File: src/rtl/lcd_seq_pkg.sv
package lcd_seq_pkg;

    typedef enum logic [1:0] {
        MODE_HBLANK = 2'd0,
        MODE_VBLANK = 2'd1,
        MODE_SEARCH = 2'd2,
        MODE_XFER   = 2'd3
    } lcd_mode_e;

endpackage

File: src/rtl/lcd_dot_line_counter.sv
module lcd_dot_line_counter #(
    parameter int DOTS_PER_LINE = 456,
    parameter int TOTAL_LINES   = 154,
    parameter int DOT_W         = 9,
    parameter int LINE_W        = 8
) (
    input  logic              clk,
    input  logic              rst_n,
    output logic [DOT_W-1:0]  dot_o,
    output logic [LINE_W-1:0] line_o,
    output logic              line_last_dot_o,
    output logic              frame_last_dot_o
);

    localparam logic [DOT_W-1:0]  LAST_DOT  = DOT_W'(DOTS_PER_LINE - 1);
    localparam logic [LINE_W-1:0] LAST_LINE = LINE_W'(TOTAL_LINES - 1);

    logic [DOT_W-1:0]  dot_q;
    logic [LINE_W-1:0] line_q;

    always_ff @(posedge clk) begin
        if (!rst_n) begin
            dot_q  <= '0;
            line_q <= '0;
        end else if (dot_q == LAST_DOT) begin
            dot_q  <= '0;
            line_q <= (line_q == LAST_LINE) ? '0 : line_q + 1'b1;
        end else begin
            dot_q <= dot_q + 1'b1;
        end
    end

    assign dot_o            = dot_q;
    assign line_o           = line_q;
    assign line_last_dot_o  = (dot_q == LAST_DOT);
    assign frame_last_dot_o = (dot_q == LAST_DOT) && (line_q == LAST_LINE);

    AST_LINE_WRAP: assert property (@(posedge clk) disable iff (!rst_n)
        frame_last_dot_o |=> (line_q == '0) && (dot_q == '0));

    AST_DOT_BOUND: assert property (@(posedge clk) disable iff (!rst_n)
        (dot_q <= LAST_DOT) && (line_q <= LAST_LINE));

endmodule

File: src/rtl/lcd_mode_fsm.sv
module lcd_mode_fsm
    import lcd_seq_pkg::*;
#(
    parameter int SEARCH_DOTS = 80,
    parameter int XFER_DOTS   = 172,
    parameter int VIS_LINES   = 144,
    parameter int DOT_W       = 9,
    parameter int LINE_W      = 8
) (
    input  logic              clk,
    input  logic              rst_n,
    input  logic [DOT_W-1:0]  dot_i,
    input  logic [LINE_W-1:0] line_i,
    input  logic              line_last_dot_i,
    input  logic              frame_last_dot_i,
    output lcd_mode_e         mode_o,
    output logic              vram_lock_o,
    output logic              vblank_irq_o,
    output logic              phase_irq_o
);

    localparam logic [DOT_W-1:0]  SEARCH_END = DOT_W'(SEARCH_DOTS - 1);
    localparam logic [DOT_W-1:0]  XFER_END   = DOT_W'(SEARCH_DOTS + XFER_DOTS - 1);
    localparam logic [LINE_W-1:0] LAST_VIS   = LINE_W'(VIS_LINES - 1);

    lcd_mode_e state_q, state_d, prev_q;

    always_comb begin
        state_d = state_q;
        unique case (state_q)
            MODE_SEARCH: if (dot_i == SEARCH_END) state_d = MODE_XFER;
            MODE_XFER:   if (dot_i == XFER_END)   state_d = MODE_HBLANK;
            MODE_HBLANK: if (line_last_dot_i)
                             state_d = (line_i == LAST_VIS) ? MODE_VBLANK : MODE_SEARCH;
            MODE_VBLANK: if (frame_last_dot_i)    state_d = MODE_SEARCH;
            default:     state_d = MODE_SEARCH;
        endcase
    end

    always_ff @(posedge clk) begin
        if (!rst_n) begin
            state_q <= MODE_SEARCH;
            prev_q  <= MODE_SEARCH;
        end else begin
            state_q <= state_d;
            prev_q  <= state_q;
        end
    end

    always_comb begin
        mode_o       = state_q;
        vram_lock_o  = 1'b0;
        vblank_irq_o = 1'b0;
        phase_irq_o  = 1'b0;
        unique case (state_q)
            MODE_XFER: begin
                vram_lock_o = 1'b1;
                phase_irq_o = (prev_q != MODE_XFER);
            end
            MODE_HBLANK: phase_irq_o  = (prev_q != MODE_HBLANK);
            MODE_VBLANK: vblank_irq_o = (prev_q != MODE_VBLANK);
            MODE_SEARCH: ;
            default: ;
        endcase
    end

    AST_VBLANK_AT_ENTRY: assert property (@(posedge clk) disable iff (!rst_n)
        vblank_irq_o |-> (line_i == LINE_W'(VIS_LINES)) && (dot_i == '0));

    AST_XFER_WINDOW: assert property (@(posedge clk) disable iff (!rst_n)
        (state_q == MODE_XFER) |-> (dot_i > SEARCH_END) && (dot_i <= XFER_END));

    AST_NO_PHASE_IN_VBLANK: assert property (@(posedge clk) disable iff (!rst_n)
        (line_i >= LINE_W'(VIS_LINES)) |-> !phase_irq_o && (state_q == MODE_VBLANK));

endmodule

File: src/rtl/lcd_line_compare.sv
module lcd_line_compare #(
    parameter int LINE_W = 8
) (
    input  logic              clk,
    input  logic              rst_n,
    input  logic              wr_en_i,
    input  logic [LINE_W-1:0] wr_data_i,
    input  logic [LINE_W-1:0] line_i,
    output logic [LINE_W-1:0] cmp_o,
    output logic              match_o,
    output logic              match_irq_o
);

    logic [LINE_W-1:0] cmp_q;
    logic              match_prev_q;
    logic              match_now;

    assign match_now = (line_i == cmp_q);

    always_ff @(posedge clk) begin
        if (!rst_n) begin
            cmp_q        <= '0;
            match_prev_q <= 1'b1;
        end else begin
            if (wr_en_i) cmp_q <= wr_data_i;
            match_prev_q <= match_now;
        end
    end

    assign cmp_o       = cmp_q;
    assign match_o     = match_now;
    assign match_irq_o = match_now && !match_prev_q;

    AST_MATCH_PULSE: assert property (@(posedge clk) disable iff (!rst_n)
        match_irq_o |=> !match_irq_o);

    AST_CMP_LOAD: assert property (@(posedge clk) disable iff (!rst_n)
        wr_en_i |=> (cmp_o == $past(wr_data_i)));

endmodule

File: src/rtl/lcd_line_sequencer.sv
module lcd_line_sequencer
    import lcd_seq_pkg::*;
#(
    parameter int DOTS_PER_LINE = 456,
    parameter int SEARCH_DOTS   = 80,
    parameter int XFER_DOTS     = 172,
    parameter int VIS_LINES     = 144,
    parameter int TOTAL_LINES   = 154,
    parameter int LINE_W        = 8
) (
    input  logic              clk,
    input  logic              rst_n,
    input  logic              cmp_we,
    input  logic [LINE_W-1:0] cmp_wdata,
    output logic [LINE_W-1:0] line_o,
    output logic [LINE_W-1:0] cmp_o,
    output logic [2:0]        status_o,
    output logic              vblank_irq_o,
    output logic              status_irq_o,
    output logic              vram_lock_o
);

    localparam int DOT_W = $clog2(DOTS_PER_LINE);

    logic [DOT_W-1:0]  dot;
    logic [LINE_W-1:0] line;
    logic              line_last_dot, frame_last_dot;
    lcd_mode_e         mode;
    logic              phase_irq, match, match_irq;

    lcd_dot_line_counter #(
        .DOTS_PER_LINE(DOTS_PER_LINE), .TOTAL_LINES(TOTAL_LINES),
        .DOT_W(DOT_W), .LINE_W(LINE_W)
    ) counter_i (
        .clk(clk), .rst_n(rst_n), .dot_o(dot), .line_o(line),
        .line_last_dot_o(line_last_dot), .frame_last_dot_o(frame_last_dot)
    );

    lcd_mode_fsm #(
        .SEARCH_DOTS(SEARCH_DOTS), .XFER_DOTS(XFER_DOTS), .VIS_LINES(VIS_LINES),
        .DOT_W(DOT_W), .LINE_W(LINE_W)
    ) fsm_i (
        .clk(clk), .rst_n(rst_n), .dot_i(dot), .line_i(line),
        .line_last_dot_i(line_last_dot), .frame_last_dot_i(frame_last_dot),
        .mode_o(mode), .vram_lock_o(vram_lock_o),
        .vblank_irq_o(vblank_irq_o), .phase_irq_o(phase_irq)
    );

    lcd_line_compare #(.LINE_W(LINE_W)) compare_i (
        .clk(clk), .rst_n(rst_n), .wr_en_i(cmp_we), .wr_data_i(cmp_wdata),
        .line_i(line), .cmp_o(cmp_o), .match_o(match), .match_irq_o(match_irq)
    );

    assign line_o       = line;
    assign status_o     = {match, mode};
    assign status_irq_o = phase_irq | match_irq;

    AST_LOCK_IN_XFER: assert property (@(posedge clk) disable iff (!rst_n)
        vram_lock_o |-> (status_o[1:0] == 2'd3));

    AST_VBLANK_SINGLE: assert property (@(posedge clk) disable iff (!rst_n)
        vblank_irq_o |=> !vblank_irq_o);

    AST_WRITE_KEEPS_LINE: assert property (@(posedge clk) disable iff (!rst_n)
        (cmp_we && !line_last_dot) |=> (line_o == $past(line_o)));

endmodule

File: config.mk
export PLATFORM = sky130hd
export DESIGN_NAME = lcd_line_sequencer
export DESIGN_NICKNAME = d
export VERILOG_FILES = /design/src/rtl/lcd_seq_pkg.sv /design/src/rtl/lcd_dot_line_counter.sv /design/src/rtl/lcd_mode_fsm.sv /design/src/rtl/lcd_line_compare.sv /design/src/rtl/lcd_line_sequencer.sv
export SDC_FILE = /design/constraint.sdc
export NUM_CORES = 1
export LEC_CHECK = 0
export ABC_AREA = 1
export CORE_AREA = 2 2 63 65
export DETAILED_ROUTE_END_ITERATION = 16
export DIE_AREA = 0 0 65 67
export GPL_ROUTABILITY_DRIVEN = 0
export PLACE_DENSITY = 0.72
export SLEW_MARGIN = 20
export SYNTH_ARGS = -nofsm -noshare
export SYNTH_HDL_FRONTEND = slang
export SYNTH_SLANG_ARGS = --single-unit
File: constraint.sdc
create_clock -name clk -period 1.5 [get_ports clk]
set_input_delay 0.3 -clock clk [delete_from_list [all_inputs] [get_ports clk]]
set_output_delay 0.3 -clock clk [all_outputs]
set_load 0.01 [all_outputs]
==> results of run 1 <==
[stage by stage]
step           utilization  area (µm²)  worst slack [ns]  power (mW)  setup TNS (ns)
2_1_floorplan            -        1600            0.0854       0.925               0
3_3_place_gp         0.616        2220            -0.302        1.03          -0.632
3_5_place_dp         0.616        2220            -0.319        1.03          -0.706
4_1_cts              0.649        2340            -0.168        1.69          -0.259
5_1_grt              0.678        2450            -0.242        1.76          -0.573
6_report             0.678        2450            -0.132        1.69          -0.155
[Yosys cell counts, types with 3 or more instances]
cell type	number
nor2_1	41
a21oi_1	10
xnor2_1	4
nor3_1	7
o21ai_0	12
nand2_2	3
nor2_2	4
ha_1	8
xor2_1	7
inv_1	26
nand2_1	45
nand4_1	3
nand3_1	9
dfxtp_1	30
[flip-flops by register name, indices dropped and copies added (netlist names)]
name and flops:
compare_i.cmp_o 8, compare_i.match_prev_q 1, counter_i.dot_o 9, counter_i.line_o 8, fsm_i.mode_o 2, fsm_i.prev_q 2
[cell families after synthesis]
group	Yosys count	synth area share
flip-flops	30	0.376
AND/OR/NAND/NOR	120	0.338
buffers and inverters	31	0.0768
adder cells (fa/ha/maj)	8	0.0627
AO/OA/AOI/OAI	26	0.0862
XOR/XNOR	11	0.0603
[power groups by stage]
stage               Sequential (mW)  Clock (mW)  Combinational (mW)
finish                        0.841       0.671               0.176
global placement              0.853           0               0.176
detailed placement            0.855           0               0.178
floorplan                     0.861           0              0.0640
CTS                           0.838       0.680               0.170
global route                  0.845       0.714               0.198
[worst paths after layout]
check	start	to	slack (ns)
worst max-delay path	fsm_i.mode_o[0]	status_irq_o	-0.13
worst min-delay path	counter_i.dot_o[7]	counter_i.dot_o[7]	0.52
worst max register to register	counter_i.dot_o[1]	fsm_i.mode_o[0]	0.07
worst min register to register	counter_i.dot_o[7]	counter_i.dot_o[7]	0.52
[cell type report]
class	instances	share of cell area
tap	48	0.0246
clock buffer	7	0.0353
timing repair buffer	72	0.239
sequential	30	0.250
clock inverter	1	0.00205
multi-input combinational	165	0.401
inverter	29	0.0476
[critical path, cell delays in order (launching register included)]
cell      delay, ns
dfxtp_2        0.36
inv_2          0.06
ha_4           0.16
o21ai_1        0.11
a21oi_2        0.08
o21bai_1       0.15
buf_2          0.14
[routing by layer]
metal	global-route usage	wire, µm
met1	0.206	1710
met5	0	0
met2	0.357	2020
met4	0.0745	70
met3	0.0625	192
[timing repair]
item / in CTS / in global routing
gates resized for setup: 54 / 23
setup endpoints to repair: 25 / 10
pin swaps: 4 / 13
setup buffers: 1 / 7
==> reports/results.ini, run 1 <==
[synthesis]
yosys_register_bits = 30
synth_edf_count = 0
yosys_warnings = 0
synth_ff_type = dfxtp_1
yosys.area.top_type_share = 0.376
avgSynthCellArea_um2 = 7.06
synth_seq_area_share = 0.376
synth_top_area_cell = dfxtp_1
synth_nets = 245
async_reset_ff_frac = 0
yosysUniqueCellTypes = 27
syn_inst = 226
synthesis.area_um2 = 1600
synth_area_leaders = dfxtp_1, nand2_1, nor2_1

[cells_and_area]
layout-drive-gt1-share = 0.322
fin_cells = 352
fillers = 316
areaGrowthSynthToFinish_pct = 53.2
nets = 322
diodes = 0
multiInputGateArea_um2 = 981
seq_area_um2 = 612
mostFrequentLayoutCells = nand2_1, nor2_1, buf_4, inv_1, dfxtp_1
final_common_cell = nand2_1

[clock_tree]
cts_buffer_depth = 2
numClockSinks = 30
clock-root-buffer = clkbuf_8
ctsHoldBuffers = 0
clkTransAtPathRegs_ns = 0.07
cts_tree = built
numCtsBuffers = 5
insertion_delay_ns = 0.28
ctsHtreeMaxLevel = 2

[sta]
tightest_slew_ns = 0.302
clock_skew_ns = 0.00969
hold_slack_ns = 0.519
slew-limit-headroom = 0.797
hold_violations = 0
setup_viol_count_final = 3
max_freq_ghz = 0.613
grt_setup_unrepaired = true
finalCritPeriodShare = 1.09
slew_viol_final = 0
fin_ws_ns = -0.132
post-route-min-period_ns = 1.63

[global_route]
grt_use_total = 0.194
grt_overflow_total = 0
grt_pass1_wl_mm = 6.46
grt_max_degree = 12
antenna_found_initial = 0
grt_pass1_vias = 1565

[floorplan]
dieArea_um2 = 4360
die_h_um = 67
row_count = 22
pin_count = 33
start_util = 0.443
die_w_um = 65
core-area_um2 = 3610

[detailed_routing]
drt_iter0_drc = 82
drcViolationCount = 0
via_per_inst = 4.69
drt_wl_total_mm = 3.99
vias = 1651
wl_per_cell_um = 11.3
ant_nets = 0
drtPass1Iterations = 4

[power_and_ir_drop]
swShare = 0.236
switching_power_mw = 0.398
p_seq_frac = 0.498
intPower_mw = 1.29
ir_worst_vdd_mv = 0.484
power_frac_comb = 0.104
pwr_density_cell_nw_per_um2 = 690
clock_power_share = 0.397
p_leak_nw = 1.14

[critical_path]
worstPathArrival_ns = 1.33
path_class = flip-flop to primary output
reg2reg_depth = 9
crit_path_end_kind = primary output
critPathRequiredTime_ns = 1.20
crit_path_max_fanout = 3
startpoint_type = flip-flop

[placement]
dpl.cell_count = 338
io_buffer_count = 32
hpwlAfterDp_mm = 2.92

[worst_hold_path]
hold_path.class = flip-flop to flip-flop
hold_path_depth = 2

[status]
violations = negative setup slack
outcome = complete, but fails checks

[flow_run]
max-cap-violations = 0

No activity file was read; power rests on OpenSTA's default activity.
==> inputs of run 2 (changes only) <==
DONT_BUFFER_PORTS = 1   (was not set)
PLACE_DENSITY = 0.6   (was 0.72)
SKIP_CTS_REPAIR_TIMING = 1   (was not set)
==> run 2 against run 1 <==
Against the previous run: the run still ends with negative setup slack left; critical endpoint is now status_o[2]; via count shrank 11%; total power shrank 4.2%; non-clock buffer count fell by 43; sequential power about the same; critical path type unchanged; global-route usage decreased by 1.6 points.
==> reports/results.ini, run 2 (synthesized netlist as in run 1, its figures left out) <==
[detailed_routing]
wl_per_cell_um = 11.6
via_per_inst = 4.77
drt_wl_total_mm = 3.59
drtPass1Iterations = 4
drcViolationCount = 0
ant_nets = 0
drt_iter0_drc = 69
vias = 1474

[sta]
clock_skew_ns = 0.00819
hold_slack_ns = 0.0871
slew-limit-headroom = 0.747
fin_ws_ns = -0.103
hold_violations = 0
post-route-min-period_ns = 1.60
fin_setup_tns_ns = -0.196
finalCritPeriodShare = 1.07
tightest_slew_ns = 0.377
setup_viol_count_final = 2
max_freq_ghz = 0.624
slew_viol_final = 0
grt_setup_unrepaired = true

[placement]
preCtsSetupSlack_ns = -0.00584
hpwlAfterDp_mm = 2.72
io_buffer_count = 0

[flow_run]
max-cap-violations = 0

[cells_and_area]
final_common_cell = nand2_1
multiInputGateArea_um2 = 943
areaGrowthSynthToFinish_pct = 28.1
nets = 279
mostFrequentLayoutCells = nand2_1, nor2_1, buf_4, inv_1, dfxtp_1
layout-drive-gt1-share = 0.280
finish.utilization = 0.567
fillers = 352
diodes = 0
seq_area_um2 = 616
largest_register_ffs = 9

[floorplan]
pin_count = 33
row_count = 22
start_util = 0.443
die_w_um = 65
dieArea_um2 = 4360
core-area_um2 = 3610
die_h_um = 67

[critical_path]
reg2reg_slack_ns = 0.10
timing.rr.end = counter_i.line_o[1]
path_delay_family = flip-flops
path_class = flip-flop to primary output
path_cells = xnor2_2 -> nand2_1 -> nor3_1 -> nand2_1 -> buf_4 -> inv_2
worstPathArrival_ns = 1.30
crit_path_max_fanout = 5
crit_path_frequent_cell = nand2_1
slowest_stage = dfxtp_4
critPathRequiredTime_ns = 1.20
startpoint_type = flip-flop
rr_startpoint = counter_i.dot_o[0]
max_stage_delay_ns = 0.36
reg2reg_depth = 6
crit_path_end_kind = primary output
critPathBufInv = 2

[worst_hold_path]
min_to = compare_i.match_prev_q
hold_path.class = input pin to flip-flop
min_from = rst_n
hold_path_depth = 1

[clock_tree]
cts_buffer_depth = 2
insertion_delay_ns = 0.28
cts_tree = built
clkTransAtPathRegs_ns = 0.07
ctsHtreeMaxLevel = 2
clock-root-buffer = clkbuf_8
numCtsBuffers = 5
numClockSinks = 30

[power_and_ir_drop]
p_leak_nw = 0.897
ir_worst_vdd_mv = 0.439
clock_power_share = 0.415
pwr_density_cell_nw_per_um2 = 791
swShare = 0.234
p_seq_frac = 0.520
power_frac_comb = 0.065
intPower_mw = 1.24
switching_power_mw = 0.379
power.total_mw = 1.62

[status]
violations = negative setup slack
outcome = complete, but fails checks

[global_route]
antenna_found_initial = 0
grt_max_degree = 17
grt_use_total = 0.178
grt_pass1_vias = 1401
grt_overflow_total = 0
grt_pass1_wl_mm = 5.84

run 2: cell types whose count changed in the layout (fill, tap and decap cells not counted), moves of 3 or more:
cell             before  now
clkdlybuf4s50_1      10    0
buf_4                38   28
buf_2                 3    0
dfxtp_2               9    6
ha_1                  2    5
dlygate4sd2_1        18    0
run 2: worst max path at each step:
stage                     slack (ns)           startpoint  cells past startpoint             endpoint
final                          -0.10  counter_i.line_o[0]                      6          status_o[2]
after global routing           -0.19  counter_i.line_o[1]                      6          status_o[2]
after CTS                      -0.28  counter_i.line_o[0]                      5         status_irq_o
after detailed placement      -0.006   counter_i.dot_o[0]                      6  counter_i.line_o[1]
after global placement          0.01   counter_i.dot_o[0]                      6  counter_i.line_o[1]
after floorplan                 0.09  counter_i.line_o[0]                      8      fsm_i.mode_o[1]
run 2: metrics by stage:
step                      instance area, µm²  instances
after floorplan                         1600        226
after global placement                  1830        297
after detailed placement                1830        297
after CTS                               1920        305
after global routing                    2050        309
final                                   2050        309
run 2: final cells by class:
cell class                 count  share of cell area
clock buffer                   7              0.0422
clock inverter                 1             0.00245
inverter                      29              0.0557
multi-input combinational    165               0.461
sequential                    30               0.301
tap                           48              0.0294
timing repair buffer          29               0.108
run 2: power groups by stage:
stage / Sequential [mW] / Clock (mW) / Combinational, mW
floorplan: 0.861 / 0 / 0.0640
global placement: 0.857 / 0 / 0.0929
detailed placement: 0.858 / 0 / 0.0946
CTS: 0.840 / 0.692 / 0.0951
global route: 0.844 / 0.731 / 0.119
finish: 0.841 / 0.672 / 0.105
run 2: metal layers:
metal	track usage	up-vias	wire length (µm)
met3	0.0676	6	245
li1	-	782	-
met4	0.0718	0	52
met5	0	-	0
met2	0.300	32	1660
met1	0.204	654	1630
